**src/rtl/nss_pkg.sv**
```systemverilog
package nss_pkg;
   typedef enum logic [1:0] {
      ST_IDLE  = 2'd0,
      ST_SETUP = 2'd1,
      ST_STRB  = 2'd2,
      ST_HOLD  = 2'd3
   } nss_state_e;
endpackage

```
**src/rtl/nss_cfg_reg.sv**
```systemverilog
module nss_cfg_reg #(
   parameter int REG_W = 32,
   parameter int FW    = 4
) (
   input  logic             clk,
   input  logic             rst_n,
   input  logic             we,
   input  logic [REG_W-1:0] wdata,
   output logic [REG_W-1:0] rdata,
   output logic [FW-1:0]    spw,
   output logic [FW-1:0]    hold
);
   localparam int USED_W = 2 * FW;

   if (REG_W < USED_W) begin : g_bad_width
      $error("nss_cfg_reg: REG_W must hold both fields");
   end

   always_ff @(posedge clk or negedge rst_n) begin
      if (!rst_n) begin
         spw  <= '1;
         hold <= '1;
      end else if (we) begin
         spw  <= wdata[FW-1:0];
         hold <= wdata[USED_W-1:FW];
      end
   end

   if (REG_W > USED_W) begin : g_pad
      logic unused_hi;
      assign unused_hi = ^wdata[REG_W-1:USED_W];
      assign rdata     = {{(REG_W-USED_W){1'b0}}, hold, spw};
   end else begin : g_nopad
      assign rdata = {hold, spw};
   end


   rsvd_zero_chk: assert property (@(posedge clk) disable iff (!rst_n)
      rdata[REG_W-1:FW] == {{(REG_W-USED_W){1'b0}}, hold});
endmodule

```
**src/rtl/nss_seq.sv**
```systemverilog
module nss_seq
   import nss_pkg::*;
#(
   parameter int FW = 4
) (
   input  logic          clk,
   input  logic          rst_n,
   input  logic          req,
   input  logic          req_rd,
   input  logic [FW-1:0] cfg_spw,
   input  logic [FW-1:0] cfg_hold,
   output logic          load,
   output logic          cap_en,
   output logic          we_n,
   output logic          re_n,
   output logic          addr_oe,
   output logic          dat_oe,
   output logic          done
);
   localparam int CW = FW + 1;

   if (FW < 1) begin : g_bad_fw
      $error("nss_seq: FW must be at least 1");
   end

   nss_state_e    state;
   logic [CW-1:0] cnt;
   logic          rd_q;
   logic [FW-1:0] act_spw;
   logic [FW-1:0] act_hold;
   logic          last;

   function automatic logic [FW-1:0] fix_zero(input logic [FW-1:0] v);
      return (v == '0) ? FW'(1) : v;
   endfunction

   assign last   = (cnt == '0);
   assign load   = (state == ST_IDLE) && req;
   assign cap_en = (state == ST_STRB) && last && rd_q;

   always_ff @(posedge clk or negedge rst_n) begin
      if (!rst_n) begin
         state    <= ST_IDLE;
         cnt      <= '0;
         rd_q     <= 1'b0;
         act_spw  <= '1;
         act_hold <= '1;
         done     <= 1'b0;
      end else begin
         done <= (state == ST_HOLD) && last;
         unique case (state)
            ST_IDLE: if (req) begin
               state    <= ST_SETUP;
               rd_q     <= req_rd;
               act_spw  <= fix_zero(cfg_spw);
               act_hold <= fix_zero(cfg_hold);
            end
            ST_SETUP: begin
               state <= ST_STRB;
               cnt   <= rd_q ? CW'(act_spw) : CW'(act_spw) - CW'(1);
            end
            ST_STRB: begin
               if (last) begin
                  state <= ST_HOLD;
                  cnt   <= CW'(act_hold);
               end else begin
                  cnt <= cnt - CW'(1);
               end
            end
            ST_HOLD: begin
               if (last) state <= ST_IDLE;
               else      cnt   <= cnt - CW'(1);
            end
            default: state <= ST_IDLE;
         endcase
      end
   end

   assign we_n    = !((state == ST_STRB) && !rd_q);
   assign re_n    = !((state == ST_STRB) && rd_q);
   assign addr_oe = (state != ST_IDLE);
   assign dat_oe  = addr_oe && !rd_q;

   // length checker: consecutive strobe-low cycles
   logic [CW-1:0] lo_run;
   always_ff @(posedge clk or negedge rst_n) begin
      if (!rst_n)               lo_run <= '0;
      else if (!we_n || !re_n)  lo_run <= lo_run + CW'(1);
      else                      lo_run <= '0;
   end


   we_len_chk: assert property (@(posedge clk) disable iff (!rst_n)
      $rose(we_n) |-> (lo_run == CW'(act_spw)));

   re_len_chk: assert property (@(posedge clk) disable iff (!rst_n)
      $rose(re_n) |-> (lo_run == CW'(act_spw) + CW'(1)));

   strobe_excl_chk: assert property (@(posedge clk) disable iff (!rst_n)
      !(!we_n && !re_n));

   strobe_oe_chk: assert property (@(posedge clk) disable iff (!rst_n)
      ($fell(we_n) || $fell(re_n)) |-> $past(addr_oe));

   done_release_chk: assert property (@(posedge clk) disable iff (!rst_n)
      $fell(addr_oe) |-> done);

   dat_oe_chk: assert property (@(posedge clk) disable iff (!rst_n)
      dat_oe |-> (addr_oe && re_n));
endmodule

```
**src/rtl/nss_dpath.sv**
```systemverilog
module nss_dpath #(
   parameter int DW = 8
) (
   input  logic          clk,
   input  logic          rst_n,
   input  logic          load,
   input  logic [DW-1:0] req_wdata,
   input  logic          cap_en,
   input  logic [DW-1:0] bus_din,
   output logic [DW-1:0] bus_dout,
   output logic [DW-1:0] rd_data
);
   if (DW < 1) begin : g_bad_dw
      $error("nss_dpath: DW must be at least 1");
   end

   always_ff @(posedge clk or negedge rst_n) begin
      if (!rst_n) begin
         bus_dout <= '0;
         rd_data  <= '0;
      end else begin
         if (load)   bus_dout <= req_wdata;
         if (cap_en) rd_data  <= bus_din;
      end
   end


   rd_hold_chk: assert property (@(posedge clk) disable iff (!rst_n)
      !$past(cap_en) |-> $stable(rd_data));
endmodule

```
**src/rtl/nand_strobe_gen.sv**
```systemverilog
module nand_strobe_gen #(
   parameter int REG_W = 32,
   parameter int FW    = 4,
   parameter int DW    = 8
) (
   input  logic             clk,
   input  logic             rst_n,
   input  logic             cfg_we,
   input  logic [REG_W-1:0] cfg_wdata,
   output logic [REG_W-1:0] cfg_rdata,
   input  logic             req,
   input  logic             req_rd,
   input  logic [DW-1:0]    req_wdata,
   output logic             done,
   output logic [DW-1:0]    rd_data,
   output logic             we_n,
   output logic             re_n,
   output logic             addr_oe,
   output logic             dat_oe,
   output logic [DW-1:0]    bus_dout,
   input  logic [DW-1:0]    bus_din
);
   logic [FW-1:0] spw;
   logic [FW-1:0] hold;
   logic          load;
   logic          cap_en;

   nss_cfg_reg #(.REG_W(REG_W), .FW(FW)) u_cfg (
      .clk(clk), .rst_n(rst_n), .we(cfg_we), .wdata(cfg_wdata),
      .rdata(cfg_rdata), .spw(spw), .hold(hold)
   );

   nss_seq #(.FW(FW)) u_seq (
      .clk(clk), .rst_n(rst_n), .req(req), .req_rd(req_rd),
      .cfg_spw(spw), .cfg_hold(hold), .load(load), .cap_en(cap_en),
      .we_n(we_n), .re_n(re_n), .addr_oe(addr_oe), .dat_oe(dat_oe),
      .done(done)
   );

   nss_dpath #(.DW(DW)) u_dpath (
      .clk(clk), .rst_n(rst_n), .load(load), .req_wdata(req_wdata),
      .cap_en(cap_en), .bus_din(bus_din), .bus_dout(bus_dout),
      .rd_data(rd_data)
   );
endmodule

```
**config.mk**
```make
export PLATFORM = sky130hd
export DESIGN_NAME = nand_strobe_gen
export DESIGN_NICKNAME = d
export VERILOG_FILES = /design/src/rtl/nss_pkg.sv /design/src/rtl/nss_cfg_reg.sv /design/src/rtl/nss_seq.sv /design/src/rtl/nss_dpath.sv /design/src/rtl/nand_strobe_gen.sv
export SDC_FILE = /design/constraint.sdc
export NUM_CORES = 1
export LEC_CHECK = 0
export ABC_AREA = 1
export ABC_CLOCK_PERIOD_IN_PS = 1550
export CAP_MARGIN = 20
export CORE_AREA = 3 3 78 80
export CTS_CLUSTER_DIAMETER = 80
export DETAILED_ROUTE_END_ITERATION = 8
export DIE_AREA = 0 0 81 83
export PLACE_DENSITY = 0.82
export SYNTH_ARGS = -nofsm -noshare
export SYNTH_HDL_FRONTEND = slang
export SYNTH_SLANG_ARGS = --single-unit
```
**constraint.sdc**
```tcl
create_clock -name clk -period 1.55 [get_ports clk]
set_input_delay 0.3875 -clock clk [delete_from_list [all_inputs] [get_ports clk]]
set_output_delay 0.3875 -clock clk [all_outputs]
set_load 0.01 [all_outputs]
```
==> summary.txt <==
Power and ir drop
  • Max IR drop VDD: 953 uV
  • Logic pwr share: a little under three fifths
  • Clock network power share: a little under an eighth
  • PwrDens: 1930 mW/mm^2
  • Tot Pwr: 6.01 mW
  • Leakage: about 1.6 nW
  • Pint: 3.50 mW
  • Net Sw Frac: between 40% and 50%
  • P_sw: 2.51 mW
  • Reg power frac: 32.1%

Detailed routing
  • Post-Route WL: 5040 microns
  • Post-route DRC: 0
  • ANT nets after route: 0
  • Initial DRC count: 57
  • Routed len/inst: 12.3 microns
  • Routed vias: 1879
  • Total iterations of the first detailed-routing run: 4
  • Vias per cell: 4.58

Place
  • Pre-CTS WS: -0.141 ns
  • GPL Wtd Cong: 0.807
  • Cell Count Post-Placement: 389
  • Port Buffers: 57
  • DP Wirelength: 3560 microns

Setup path
  • Element type at the critical path end: primary output
  • Crit path cell chain: buf_6 > inv_4 > ha_4 > nor2_4 > buf_6
  • Cell mode on critical path: buf_6
  • Worst Path Buf+Inv: 3
  • Worst Setup Path Type: reg -> out
  • Worst path arrival time: 1.24 ns
  • CP max stage delay: 0.43 ns
  • Delay-heaviest family, CP: flip-flops
  • R2R setup slack: approximately 0.02 ns
  • CP max FO: 3
  • CP required: 1.16 ns
  • CP max-delay cell: dfrtp_1
  • Startpoint Class: register

Timing
  • Period minus WS final: 1.63 ns
  • Pins Over Slew Limit: 0
  • Setup violators final: 2
  • Endpoints failing hold: 0
  • Worst setup margin: -0.0764 ns
  • Total negative slack: -0.152 ns
  • RSZ-0062 raised after global routing: true
  • Skew final: 0.00455 ns
  • Upper clock frequency limit: 615 MHz
  • Final Cycle Share: 105%

Layout
  • Layout cells sized above 1: 28.1%
  • Area Overhead vs Synth: 38.8%
  • Fin cells: 410
  • Final Util: 56.9%
  • Nets: between 300 and 400
  • Diodes inserted: 0

GRT
  • Largest net degree at the start of global routing: 21
  • Total gr overflow: 0
  • Initial antenna violation count: 0
  • GRT Overall Usage: 14.5%
  • Vias in the first global route: about 1700
  • First-pass GRT wire length: 7680 microns

Floorplan
  • Core footprint: 0.00547 sq mm
  • Initial Util: 41.0%
  • Die ar.: 0.00672 sq mm
  • I/O pins: 106
  • Cell Rows: 27
  • Die width: 81 microns
  • Die span in y: 83 microns

Clock network
  • CTS Sinks: roughly 40
  • Num CTS Buffers: 5
  • CTS max path bufs: 2
  • Skew-Pair Late Insertion Delay: 0.30 ns
  • CTS clk-pin slew, worst paths: 0.08 ns
  • Htree depth: 2
  • Post-CTS Hold Fix Bufs: 0
  • Clock root buffer: clkbuf_8
  • CTS tree: built

Yosys
  • Seq/Total Area, Yosys: 46.6%
  • Mapped Cells: 251
  • #FFs+latches synth: 41
  • EDFF count, synth: 0
  • Synth warn: 0
  • Async SR Flop Fraction: between 90% and 100%
  • Number of distinct library cells after synthesis: 28
  • Top FF cell, synth: dfrtp_1
  • Area of the mapped netlist: about 0.0022 sq mm
  • Mapped Avg Cell Area: around 8.9 sq um

Status
  • Violated checks: setup timing
  • Status: finished with violations

Run
  • Max_cap viols: 0

Worst hold path
  • Worst hold path type: in -> async
## synthesized netlist by cell type, types with 4 or more instances
master	instances	area (sq um)
mux2_2	8	90.1
dfrtp_1	25	626
nand2_1	49	184
nand3_1	11	55.1
buf_4	25	188
a21oi_1	4	20.0
o21ai_0	17	85.1
dfstp_2	16	420
o21ai_2	9	78.8
nor2_1	19	71.3
inv_1	33	124
ha_1	6	75.1
## cell usage in the layout, fill, tap and decap left out
master           netlist  layout
a21oi_1                4       4
a31oi_1                2       2
buf_12                 0       1
buf_2                  2       2
buf_4                 25      23
buf_6                  0       5
clkbuf_2               0       1
clkbuf_8               0       5
clkdlybuf4s50_1        0      27
clkinv_2               0       2
conb_1                 1      24
dfrtp_1               25      25
dfstp_2               16      16
dlygate4sd2_1          0      25
ha_1                   6       3
ha_2                   0       1
ha_4                   0       2
inv_1                 33      29
inv_2                  2       5
inv_4                  0       2
mux2_1                 2       2
mux2_2                 8       8
nand2_1               49      48
nand2_2                3       4
nand2_4                3       3
nand2_8                0       1
nand3_1               11      11
nand4_1                2       2
nand4_4                1       1
nor2_1                19      18
nor2_4                 3       4
o211ai_1               2       2
o21ai_0               17      16
o21ai_1                1       2
o21ai_2                9       9
o21bai_1               1       1
o22ai_1                1       1
xor2_1                 1       1
## what timing repair did
action | in CTS | in global routing
buffers inserted | 6 | 7
hold endpoints to repair | 0 | 0
gates cloned | 0 | 1
endpoints found under the setup margin | 39 | 26
pin swaps | 1 | 4
gates resized for setup | 48 | 14
## final timing paths
check | to | cells past startpoint | start
min in group clk | u_dpath.rd_data[3] | 2 | u_dpath.rd_data[3]
setup reg to reg | u_seq.cnt[0] | 10 | u_seq.cnt[0]
hold / removal | u_dpath.bus_dout[7] | 1 | rst_n
setup / recovery | dat_oe | 5 | u_seq.state[1]
hold reg to reg | u_dpath.rd_data[3] | 2 | u_dpath.rd_data[3]
max in group asynchronous | u_cfg.hold[3] | 2 | rst_n
## metrics by stage
step	hold slack, ns	cell area (sq um)
floorplan	0.0919	2330
global placement	0.347	2890
detailed placement	0.349	2890
CTS	0.0274	3000
global route	0.0309	3110
finish	0.0180	3110
## power by group through the flow
stage,Clock [mW],Combinational (mW),Sequential (mW)
2_1_floorplan,0,1.74,1.99
6_report,0.691,3.39,1.93
5_1_grt,0.766,3.72,2.00
3_5_place_dp,0,3.05,1.92
4_1_cts,0.703,3.06,1.91
3_3_place_gp,0,2.92,1.90
## registers in the layout, summed over array words and instances (netlist names)
register          cells
u_cfg.hold            4
u_dpath.bus_dout      8
u_seq.state           2
u_seq.cnt             5
u_seq.act_hold        4
u_seq.done            1
u_seq.act_spw         4
u_dpath.rd_data       8
u_cfg.spw             4
u_seq.rd_q            1
## routing by layer
metal | global-route usage (%) | vias to the layer above | wire (microns) | share of wire (%)
met1 | 16.7 | 859 | 1930 | 38
li1 | - | 920 | - | -
met4 | 5.38 | 0 | 202 | 4.0
met2 | 24.4 | 79 | 2550 | 51
met3 | 4.88 | 21 | 359 | 7.1
met5 | 0 | - | 0 | 0
## logic make-up (layout without fill, tap and decap cells)
kind of cell    Yosys count  count (layout)  share of synthesized area [%]
mux                      10              10                           5.02
fa+ha+maj                 6               6                           3.35
simple gates             91              92                           19.2
other cells               1              24                          0.167
compound gates           37              37                           10.3
xor+xnor                  1               1                          0.390
flops                    41              41                           46.6
buf+inv                  64             127                           15.0
## worst reg2reg max path, stage by stage (launching register included)
cell,delay (ns)
dfrtp_1,0.41
inv_1,0.10
ha_1,0.16
inv_1,0.07
nor2_4,0.16
nand2_4,0.10
nand2_4,0.08
nand2_4,0.09
inv_2,0.09
nor2_1,0.05
a21oi_1,0.15
## cell type report
class	count	area, sq um
clock inverter	3	16.3
inverter	35	134
fill	455	2360
clock buffer	5	68.8
tap	72	90.1
sequential	41	1050
multi-input combinational	170	1000
timing repair buffer	84	753
Power figures use the tool's default switching activity.
